$ cat src/rtl/wrx_pkg.sv
// Package: shared types of the wakeup-capable serial receiver.
// Assumes: nothing beyond IEEE 1800-2017.
package wrx_pkg;
    typedef enum logic [1:0] {
        RX_HUNT  = 2'd0,
        RX_START = 2'd1,
        RX_DATA  = 2'd2,
        RX_STOP  = 2'd3
    } rx_state_e;
endpackage

$ cat src/rtl/wrx_sync.sv
// Module: multi-stage synchronizer for the asynchronous receive line.
// Assumes: STAGES >= 2; the line idles high, so every stage resets to 1.
module wrx_sync #(
    parameter int STAGES = 2
) (
    input  logic clk,
    input  logic rst_n,
    input  logic din,
    output logic dout
);
    logic [STAGES-1:0] chain;

    // Shift the raw line through the synchronizer stages.
    always_ff @(posedge clk) begin
        if (!rst_n) chain <= '1;
        else        chain <= {chain[STAGES-2:0], din};
    end

    assign dout = chain[STAGES-1];
endmodule

$ cat src/rtl/wrx_deframer.sv
// Module: start-bit qualification, centre sampling and character assembly.
// Assumes: tick is a one-cycle enable at OVS times the bit rate; rx is
// synchronized; configuration is stable while a frame is in progress.
// A start bit counts only if the line is still low OVS/2 ticks after the
// falling edge was seen. Every later bit is sampled OVS ticks after the
// previous sample. done pulses one cycle after the stop bit is sampled.
module wrx_deframer
    import wrx_pkg::*;
#(
    parameter int OVS      = 16,
    parameter int CHAR_MAX = 9
) (
    input  logic                clk,
    input  logic                rst_n,
    input  logic                tick,
    input  logic                rx,
    input  logic                cfg_nine,
    input  logic                cfg_par_en,
    input  logic                cfg_par_odd,
    output logic                done,
    output logic [CHAR_MAX-1:0] chr,
    output logic                perr,
    output logic                ferr,
    output logic                busy
);
    localparam int CW  = $clog2(OVS);
    localparam int BW  = $clog2(CHAR_MAX + 1);
    localparam int MID = OVS / 2 - 1;

    rx_state_e           st;
    logic [CW-1:0]       cnt;
    logic [BW-1:0]       idx;
    logic [BW-1:0]       last_idx;
    logic [CHAR_MAX-1:0] shr;

    assign last_idx = cfg_nine ? BW'(CHAR_MAX - 1) : BW'(CHAR_MAX - 2);
    assign busy     = (st != RX_HUNT);
    assign chr      = shr;

    // Receive state machine, advanced on each oversampling tick.
    always_ff @(posedge clk) begin
        done <= 1'b0;
        if (!rst_n) begin
            st   <= RX_HUNT;
            cnt  <= '0;
            idx  <= '0;
            shr  <= '0;
            perr <= 1'b0;
            ferr <= 1'b0;
        end else if (tick) begin
            case (st)
                RX_HUNT: begin
                    if (!rx) begin
                        st  <= RX_START;
                        cnt <= '0;
                    end
                end
                RX_START: begin
                    if (cnt == CW'(MID)) begin
                        cnt <= '0;
                        if (!rx) begin
                            st  <= RX_DATA;
                            idx <= '0;
                            shr <= '0;
                        end else begin
                            st <= RX_HUNT;
                        end
                    end else begin
                        cnt <= cnt + 1'b1;
                    end
                end
                RX_DATA: begin
                    if (cnt == CW'(OVS - 1)) begin
                        cnt      <= '0;
                        shr[idx] <= rx;
                        if (idx == last_idx) st <= RX_STOP;
                        else                 idx <= idx + 1'b1;
                    end else begin
                        cnt <= cnt + 1'b1;
                    end
                end
                RX_STOP: begin
                    if (cnt == CW'(OVS - 1)) begin
                        cnt  <= '0;
                        st   <= RX_HUNT;
                        done <= 1'b1;
                        ferr <= !rx;
                        perr <= cfg_par_en && ((^shr) != cfg_par_odd);
                    end else begin
                        cnt <= cnt + 1'b1;
                    end
                end
                default: st <= RX_HUNT;
            endcase
        end
    end

    // a completed character is reported only after the stop state.
    p_done_from_stop_r2: assert property (@(posedge clk) disable iff (!rst_n)
        done |-> ($past(st) == RX_STOP));

    // data sampling begins only if the start bit was still low mid-bit.
    p_start_low_r5: assert property (@(posedge clk) disable iff (!rst_n)
        (st == RX_DATA && $past(st) == RX_START) |-> !$past(rx));
endmodule

$ cat src/rtl/wrx_idle.sv
// Module: idle-character detector.
// Assumes: tick is the oversampling enable; busy is high while a frame is
// being received. It counts ticks of a high line and resets the count on
// any low level. With after_stop set, it also holds the count at zero while
// a frame is in progress. It pulses once per idle stretch.
module wrx_idle #(
    parameter int OVS      = 16,
    parameter int CHAR_MAX = 9
) (
    input  logic clk,
    input  logic rst_n,
    input  logic tick,
    input  logic rx,
    input  logic busy,
    input  logic cfg_nine,
    input  logic cfg_after_stop,
    output logic idle
);
    localparam int LIM_LONG  = OVS * (CHAR_MAX + 2);
    localparam int LIM_SHORT = OVS * (CHAR_MAX + 1);
    localparam int CW        = $clog2(LIM_LONG + 1);

    logic [CW-1:0] cnt;
    logic [CW-1:0] lim;
    logic          fired;

    assign lim = cfg_nine ? CW'(LIM_LONG - 1) : CW'(LIM_SHORT - 1);

    // Count high ticks toward one idle character; fire once per stretch.
    always_ff @(posedge clk) begin
        idle <= 1'b0;
        if (!rst_n) begin
            cnt   <= '0;
            fired <= 1'b0;
        end else if (!rx || (cfg_after_stop && busy)) begin
            cnt   <= '0;
            fired <= 1'b0;
        end else if (tick && !fired) begin
            if (cnt == lim) begin
                idle  <= 1'b1;
                fired <= 1'b1;
                cnt   <= '0;
            end else begin
                cnt <= cnt + 1'b1;
            end
        end
    end

    // an idle detection is a single-cycle pulse.
    p_idle_single_r7: assert property (@(posedge clk) disable iff (!rst_n)
        idle |=> !idle);

    // with counting after the stop bit, no idle is seen during a frame.
    p_idle_after_stop_r8: assert property (@(posedge clk) disable iff (!rst_n)
        (cfg_after_stop && busy) |=> !idle);
endmodule

$ cat src/rtl/wrx_wake.sv
// Module: sleep state, wakeup decision and delivery registers.
// Assumes: done, chr, perr and ferr come from the deframer; idle comes from
// the idle detector. A sleep request overrides a wakeup in the same cycle.
// In address-mark mode, the waking character is delivered.
module wrx_wake #(
    parameter int CHAR_MAX = 9
) (
    input  logic                clk,
    input  logic                rst_n,
    input  logic                done,
    input  logic [CHAR_MAX-1:0] chr,
    input  logic                perr,
    input  logic                ferr,
    input  logic                idle,
    input  logic                cfg_nine,
    input  logic                cfg_wake_addr,
    input  logic                sleep_req,
    output logic [CHAR_MAX-1:0] data_out,
    output logic                data_rdy,
    output logic                par_err,
    output logic                frm_err,
    output logic                idle_det,
    output logic                awake
);
    logic asleep;
    logic msb;
    logic wake_hit;
    logic deliver;

    assign msb      = cfg_nine ? chr[CHAR_MAX-1] : chr[CHAR_MAX-2];
    assign wake_hit = asleep && (cfg_wake_addr ? (done && msb) : idle);
    assign deliver  = done && !sleep_req && (!asleep || (cfg_wake_addr && msb));
    assign awake    = !asleep;

    // Sleep state: set by software request, cleared by the wakeup condition.
    always_ff @(posedge clk) begin
        if (!rst_n)         asleep <= 1'b0;
        else if (sleep_req) asleep <= 1'b1;
        else if (wake_hit)  asleep <= 1'b0;
    end

    // Delivery registers and output strobes.
    always_ff @(posedge clk) begin
        if (!rst_n) begin
            data_out <= '0;
            data_rdy <= 1'b0;
            par_err  <= 1'b0;
            frm_err  <= 1'b0;
            idle_det <= 1'b0;
        end else begin
            data_rdy <= deliver;
            idle_det <= idle;
            if (deliver) begin
                data_out <= chr;
                par_err  <= perr;
                frm_err  <= ferr;
            end
        end
    end

    // a strobe never appears while the receiver is asleep.
    p_rdy_awake_r9: assert property (@(posedge clk) disable iff (!rst_n)
        data_rdy |-> awake);

    // a sleep request takes effect on the next cycle.
    p_sleep_req_r9: assert property (@(posedge clk) disable iff (!rst_n)
        sleep_req |=> !awake);

    // an address-marked character wakes and is delivered together.
    p_addr_wake_r10: assert property (@(posedge clk) disable iff (!rst_n)
        (asleep && done && cfg_wake_addr && msb && !sleep_req) |=> (data_rdy && awake));

    // in address-mark mode only a completed character can wake.
    p_no_idle_wake_r11: assert property (@(posedge clk) disable iff (!rst_n)
        (asleep && cfg_wake_addr && !done && !sleep_req) |=> !awake);
endmodule

$ cat src/rtl/wake_rx.sv
// Module: top of the wakeup-capable asynchronous serial receiver.
// Assumes: tick16 is a one-cycle enable at OVS times the bit rate; the
// configuration inputs change only while the line is idle.
module wake_rx #(
    parameter int OVS         = 16,
    parameter int CHAR_MAX    = 9,
    parameter int SYNC_STAGES = 2
) (
    input  logic                clk,
    input  logic                rst_n,
    input  logic                tick16,
    input  logic                rxd,
    input  logic                cfg_nine,
    input  logic                cfg_par_en,
    input  logic                cfg_par_odd,
    input  logic                cfg_wake_addr,
    input  logic                cfg_idle_after_stop,
    input  logic                sleep_req,
    output logic [CHAR_MAX-1:0] data_out,
    output logic                data_rdy,
    output logic                par_err,
    output logic                frm_err,
    output logic                idle_det,
    output logic                awake
);
    logic                rx_s;
    logic                done;
    logic [CHAR_MAX-1:0] chr;
    logic                perr;
    logic                ferr;
    logic                busy;
    logic                idle;

    wrx_sync #(.STAGES(SYNC_STAGES)) u_sync (
        .clk   (clk),
        .rst_n (rst_n),
        .din   (rxd),
        .dout  (rx_s)
    );

    wrx_deframer #(.OVS(OVS), .CHAR_MAX(CHAR_MAX)) u_defr (
        .clk         (clk),
        .rst_n       (rst_n),
        .tick        (tick16),
        .rx          (rx_s),
        .cfg_nine    (cfg_nine),
        .cfg_par_en  (cfg_par_en),
        .cfg_par_odd (cfg_par_odd),
        .done        (done),
        .chr         (chr),
        .perr        (perr),
        .ferr        (ferr),
        .busy        (busy)
    );

    wrx_idle #(.OVS(OVS), .CHAR_MAX(CHAR_MAX)) u_idle (
        .clk            (clk),
        .rst_n          (rst_n),
        .tick           (tick16),
        .rx             (rx_s),
        .busy           (busy),
        .cfg_nine       (cfg_nine),
        .cfg_after_stop (cfg_idle_after_stop),
        .idle           (idle)
    );

    wrx_wake #(.CHAR_MAX(CHAR_MAX)) u_wake (
        .clk           (clk),
        .rst_n         (rst_n),
        .done          (done),
        .chr           (chr),
        .perr          (perr),
        .ferr          (ferr),
        .idle          (idle),
        .cfg_nine      (cfg_nine),
        .cfg_wake_addr (cfg_wake_addr),
        .sleep_req     (sleep_req),
        .data_out      (data_out),
        .data_rdy      (data_rdy),
        .par_err       (par_err),
        .frm_err       (frm_err),
        .idle_det      (idle_det),
        .awake         (awake)
    );
endmodule

$ cat config.mk
export PLATFORM = sky130hd
export DESIGN_NAME = wake_rx
export DESIGN_NICKNAME = d
export VERILOG_FILES = /design/src/rtl/wrx_pkg.sv /design/src/rtl/wrx_sync.sv /design/src/rtl/wrx_deframer.sv /design/src/rtl/wrx_idle.sv /design/src/rtl/wrx_wake.sv /design/src/rtl/wake_rx.sv
export SDC_FILE = /design/constraint.sdc
export NUM_CORES = 1
export LEC_CHECK = 0
export BUFFER_PORTS_ARGS = -buffer_cell sky130_fd_sc_hd__buf_2
export CORE_ASPECT_RATIO = 0.7
export CORE_MARGIN = 3
export CORE_UTILIZATION = 55
export DETAILED_ROUTE_END_ITERATION = 6
export PLACE_DENSITY = 0.79
export SLEW_MARGIN = 20
export SYNTH_ARGS = -nofsm -noshare
export SYNTH_HDL_FRONTEND = slang
export SYNTH_SLANG_ARGS = --single-unit
$ cat constraint.sdc
create_clock -name clk -period 2.62 [get_ports clk]
set_clock_uncertainty 0.05 [all_clocks]
set_input_delay 0.786 -clock clk [delete_from_list [all_inputs] [get_ports clk]]
set_output_delay 0.786 -clock clk [all_outputs]
set_load 0.02 [all_outputs]
* Word-level counts from Yosys, hierarchy flattened
Index checks and enable logic that the tools add are counted.
** Storage, ports and cells
- Flip-flop bits (word level) :: 48
- Bits of input ports :: 10
- Output and inout port bits :: 14
- Logic and storage cells :: 100
** Cells by class
- Add/sub/neg operators :: 3
- Order comparisons :: 2
- Eq/ne operators :: 15
- Muxes and demuxes :: 31
- Bitwise gates (word level) :: 2
- Reductions and logical operators :: 30
** Operators with widths (number)
- $mux 4 :: 7
- $mux 9 :: 3
- $pmux 9 s2 :: 1
- $mux 2 :: 6
- $pmux 4 s3 :: 1
- $reduce_and 6->1 :: 2
- $bwmux 9 :: 1
- $logic_and 1x1->1 :: 9
- $reduce_xor 9->1 :: 1
- $add 4x1->4 const B :: 2
- $add 8x1->8 const B :: 1
- $eq 8x8->1 :: 1
- $mux 8 :: 1
- $ne 2x1->1 const B :: 4
- $pmux 2 s4 :: 1
- $pmux 4 s2 :: 1
- $mux 1 :: 7
- $mux 6 :: 1
- $ne 2x2->1 const B :: 3
- $reduce_and 3->1 :: 2
- $reduce_bool 2->1 :: 3
- $lt 4x5->1 const B :: 1
- $reduce_and 5->1 :: 1
- $demux 1 s4 :: 1
- other kinds (14) :: 22

* Logic depth before layout (Yosys ltp)
- Depth in word-level cells :: 7
- Depth in mapped cells :: 6
- Mapped depth without buffers :: 6

* Hierarchy
From an unflattened synthesis, not the netlist that was laid out.
** Unflattened totals
- Cell total of the unflattened synthesis :: 267
- Area total of the unflattened synthesis :: 2519.9 um2
** By module, submodules not included
- wrx_deframer :: instances 1, cells each 154, area an instance 1390.1 um2, seq. area each 440.4 um2
- wrx_wake :: instances 1, cells each 61, area an instance 601.8 um2, seq. area each 280.3 um2
- wrx_idle :: instances 1, cells each 48, area an instance 475.5 um2, seq. area each 200.2 um2
- wrx_sync :: instances 1, cells each 4, area an instance 52.6 um2, seq. area each 40.0 um2

* Worst setup path before layout
OpenSTA, ideal clock, no wires.
- Path type :: input to register
- From :: input cfg_nine
- To :: register u_idle.cnt[0]
- Setup time :: 0.120 ns
- Arrival time :: 1.817 ns
- Data required time :: 2.450 ns
- Setup slack :: 0.634 ns
- Stages :: 4
- Path buffers :: 0
- Path through :: or3b_2 > a2111o_1 > nand2b_1 > nor2_1
** Between the ends
- Word-level cells in the longest chain between the ends :: 3
** Ends and longest elaborated chain
- start: declaration :: RTL line wake_rx.sv:13 : input logic cfg_nine,
- $mux 6 :: RTL line wrx_idle.sv:27 : assign lim = cfg_nine ? CW'(LIM_LONG - 1) : CW'(LIM_SHORT - 1);
- $eq 8x8->1 :: RTL line wrx_idle.sv:39 : if (cnt == lim) begin
- $mux 8 :: RTL line wrx_idle.sv:39
- end signal: assignment :: RTL line wrx_idle.sv:44 : cnt <= cnt + 1'b1;
- end: declaration :: RTL line wrx_idle.sv:23 : logic [CW-1:0] cnt;
Every way passes these cells.
A chain may end at the register's enable or synchronous reset.

* Final worst setup path
- From :: register u_defr.cnt[0]
- To :: register u_defr.shr[4] (netlist: u_defr.chr[4])
** Between the ends
- Word-level cells in the longest chain between the ends :: 3
- Elaborated cells between the ends (all ways) :: 5
- Those cells by class :: 4 x eq/ne; 1 x reduce/logical
** Ends and longest elaborated chain
- start: declaration :: RTL line wrx_deframer.sv:31 : logic [CW-1:0] cnt;
- start signal: assignment :: RTL line wrx_deframer.sv:69 : cnt <= cnt + 1'b1;
- start signal: assignment :: RTL line wrx_deframer.sv:79 : cnt <= cnt + 1'b1;
- start signal: assignment :: RTL line wrx_deframer.sv:90 : cnt <= cnt + 1'b1;
- $eq 4x4->1 or $eq 4x3->1 (tied branches) :: RTL line wrx_deframer.sv:73, wrx_deframer.sv:59
- $ne 2x1->1 (no line)
- $reduce_and 5->1 (no line) *
- end signal: indexed assignment :: RTL line wrx_deframer.sv:75 : shr[idx] <= rx;
- end: declaration :: RTL line wrx_deframer.sv:34 : logic [CHAR_MAX-1:0] shr;
Every way passes the cells marked *; elsewhere a longest branch is shown, timed or not.

==> impl_metrics.csv <==
group,metric,value,unit
timing,rsz0062_at_grt,"false",
clocking,cts_resized,0,
status,status,"complete, no violations",
worst_setup_path,cp-start-kind,"register",
synth,synth_edf_count,0,
cells_and_area,drive_gt1_share,14.1,%
floorplanning,rows,19,
floorplanning,pin_count,24,
cells_and_area,antenna_cells,0,
grt,grt_usage,19.7,%
cells_and_area,final_net_count,299,
power,p_total,1.26,mW
timing,fin_ws,0.698,ns
timing,hold_violations,0,
clocking,cts.sinks,48,
clocking,cts_tree,"yes",
timing,slew_violations,0,
power,pwr_density_cell,480,nW/µm²
clocking,numCtsBuffers,5,
timing,finalSetupTns,0,ns
timing,period_minus_slack,1.92,ns
clocking,htreeDepth,2,
min_path,hold_depth,1,
synth,ys_seq_area_share,40.1,%
worst_setup_path,cp_num_buf_inv,0,
routing,ant_nets,0,
clocking,cts_buffer_depth,2,
synth,async_flop_share,0,%
min_path,min-delay-start,"u_sync.chain[0]",
worst_setup_path,worstSetupPathType,"reg2reg",
worst_setup_path,critPathSlowestCell,"nor3b_1",
synth,yosys_warnings,0,
synth,syn_inst,265,
worst_setup_path,worstReg2RegStart,"u_defr.cnt[0]",
floorplanning,core_area,4040,µm²
floorplanning,start_util,59.3,%
worst_setup_path,critical_path.max_fanout,6,
place,hpwlAfterDp,3450,µm
clocking,postCtsHoldBufs,0,
power,vdd_ir_drop_max,0.258,mV
worst_setup_path,cp.arrival,2.11,ns
worst_setup_path,critical-path-top-delay-family,"simple AND/OR/NAND/NOR gates",
worst_setup_path,crit_required,2.81,ns
worst_setup_path,reg2reg_depth,5,
routing,routed_wl,4770,µm
timing,worst_pin_slew,0.696,ns
synth,yosys_register_bits,48,
routing,routedWlPerCell,14.2,µm
place,gp_congestion,0.847,
grt,met3_usage,4.41,%
grt,top_usage_layer,"met1",
place,portBuffers,23,
clocking,path_clk_slew,0.08,ns
clocking,clockRootBuffer,"clkbuf_8",
routing,drc,0,
worst_setup_path,critical_path_depth,5,
floorplanning,die_area,5190,µm²
floorplanning,dieWidth,84.9,µm
power,power.leakage,0.962,nW
worst_setup_path,path_cells,"ha_1 -> and3_1 -> nand4_1 -> nor3b_1 -> a32o_1",
synth,syn_avg_cell_area,9.04,µm²
grt,met2_usage,27.5,%
min_path,hp-class,"reg2reg",
timing,min_period_over_period,73.4,%
grt,use_met1,30.4,%
place,dp_slack,0.397,ns
timing,slew-limit-headroom,53.5,%
synth,netlist_area,2390,µm²
cells_and_area,layout_commonest_cell,"dfxtp_1",
grt,grt_pass1_wl,8090,µm
grt,globalRoute.totalOverflow,0,
worst_setup_path,max_stage_delay,0.53,ns
routing,drt_iter0_drc,109,
routing,firstDrtPassIters,4,
grt,first_global_vias,1652,
clocking,cts_setup_buffers,0,
routing,via_per_inst,5.92,
grt,grt_max_degree,38,
worst_setup_path,setup.worst_path.end_class,"register",
grt,antenna_found_initial,0,
clocking,clkLatencyLatePin,0.30,ns
cells_and_area,layout_common_cells,"dfxtp_1, buf_2, o21ai_0",
worst_setup_path,crit_start,"u_defr.cnt[0]",
synth,ys_types,55,
cells_and_area,syn_to_final_growth,9.56,%
run,cap_viol_max_count,0,
timing,setup_viol,0,
synth,synth_nets,281,
timing,max_freq,0.520,GHz
floorplanning,die_h,61.2,µm
synth,ys.flop_type,"dfxtp_1",
routing,dr_total_vias,1990,
[per-stage QoR]
stage	hold WS, ns	utilization, %	std cells	cell area [µm²]
5_1_grt	0.382	64.9	336	2620
2_1_floorplan	0.336	-	265	2390
3_3_place_gp	0.339	62.6	328	2530
3_5_place_dp	0.342	62.6	328	2530
4_1_cts	0.362	64.9	336	2620
6_report	0.359	64.9	336	2620
[worst register-to-register path: stages, from the launching register on]
cell	delay, ns
dfxtp_1	0.38
ha_1	0.29
and3_1	0.29
nand4_1	0.14
nor3b_1	0.53
a32o_1	0.19
[registers in the layout, summed over array words and instances, names as in the netlist, 2 cells and up, named ones only]
signal           cells
u_defr.idx           4
u_defr.chr           9
u_wake.data_out      9
u_idle.cnt           8
u_defr.cnt           4
u_sync.chain         2
[final timing paths]
path                          end  slack [ns]
setup / recovery    u_defr.chr[4]        0.70
hold / removal    u_sync.chain[1]        0.36
setup reg to reg    u_defr.chr[4]        0.70
hold reg to reg   u_sync.chain[1]        0.36
[final cells by class]
| class | count | area, µm² |
|---|---|---|
| Sequential cell | 48 | 961 |
| Multi-Input combinational cell | 194 | 1340 |
| Clock buffer | 7 | 86.3 |
| Timing Repair Buffer | 26 | 138 |
| Inverter | 8 | 30.0 |
| Tap cell | 52 | 65.1 |
| Fill cell | 358 | 1420 |
| Clock inverter | 1 | 7.51 |
[Yosys cell counts, drive strengths merged (3+ instances only)]
library cell	count	share of area [%]
xnor2	11	4.0
dfxtp	48	40
a21boi	13	4.1
and2	3	0.78
nand4	4	1.0
clkbuf	11	1.8
nand2	17	2.7
inv	8	1.3
ha	6	3.1
nand3b	4	1.3
nor3	3	0.63
nand2b	6	1.6
nor2b	9	2.4
nor3b	3	0.94
and3	3	0.78
a21o	9	2.8
nand3	18	4.0
o21ai	18	3.8
nor2	15	2.4
mux2i	4	1.7
a21oi	8	2.1
a32o	8	3.3
buf	4	1.0
xor2	3	1.1
[power breakdown]
| part | internal [mW] | switching [mW] |
|---|---|---|
| Combinational | 0.0257 | 0.0372 |
| Clock | 0.215 | 0.239 |
| Sequential | 0.735 | 0.00782 |
[routing by layer]
metal	part of all wire (%)	wire length [µm]
met5	0	0
met1	54	2580
met4	0.88	42
met3	5.6	267
met2	39	1880
[kinds of logic after synthesis]
group	Yosys count	synth area share, %
xor gates and xnor gates	15	6.06
AOI/OAI and AO/OA	72	22.1
and+or+nand+nor	97	22.8
DFF	48	40.1
adders and majority gates	6	3.13
buffers and inverters	23	4.08
muxes	4	1.67
Note: power is estimated with default switching activity, not from simulation.
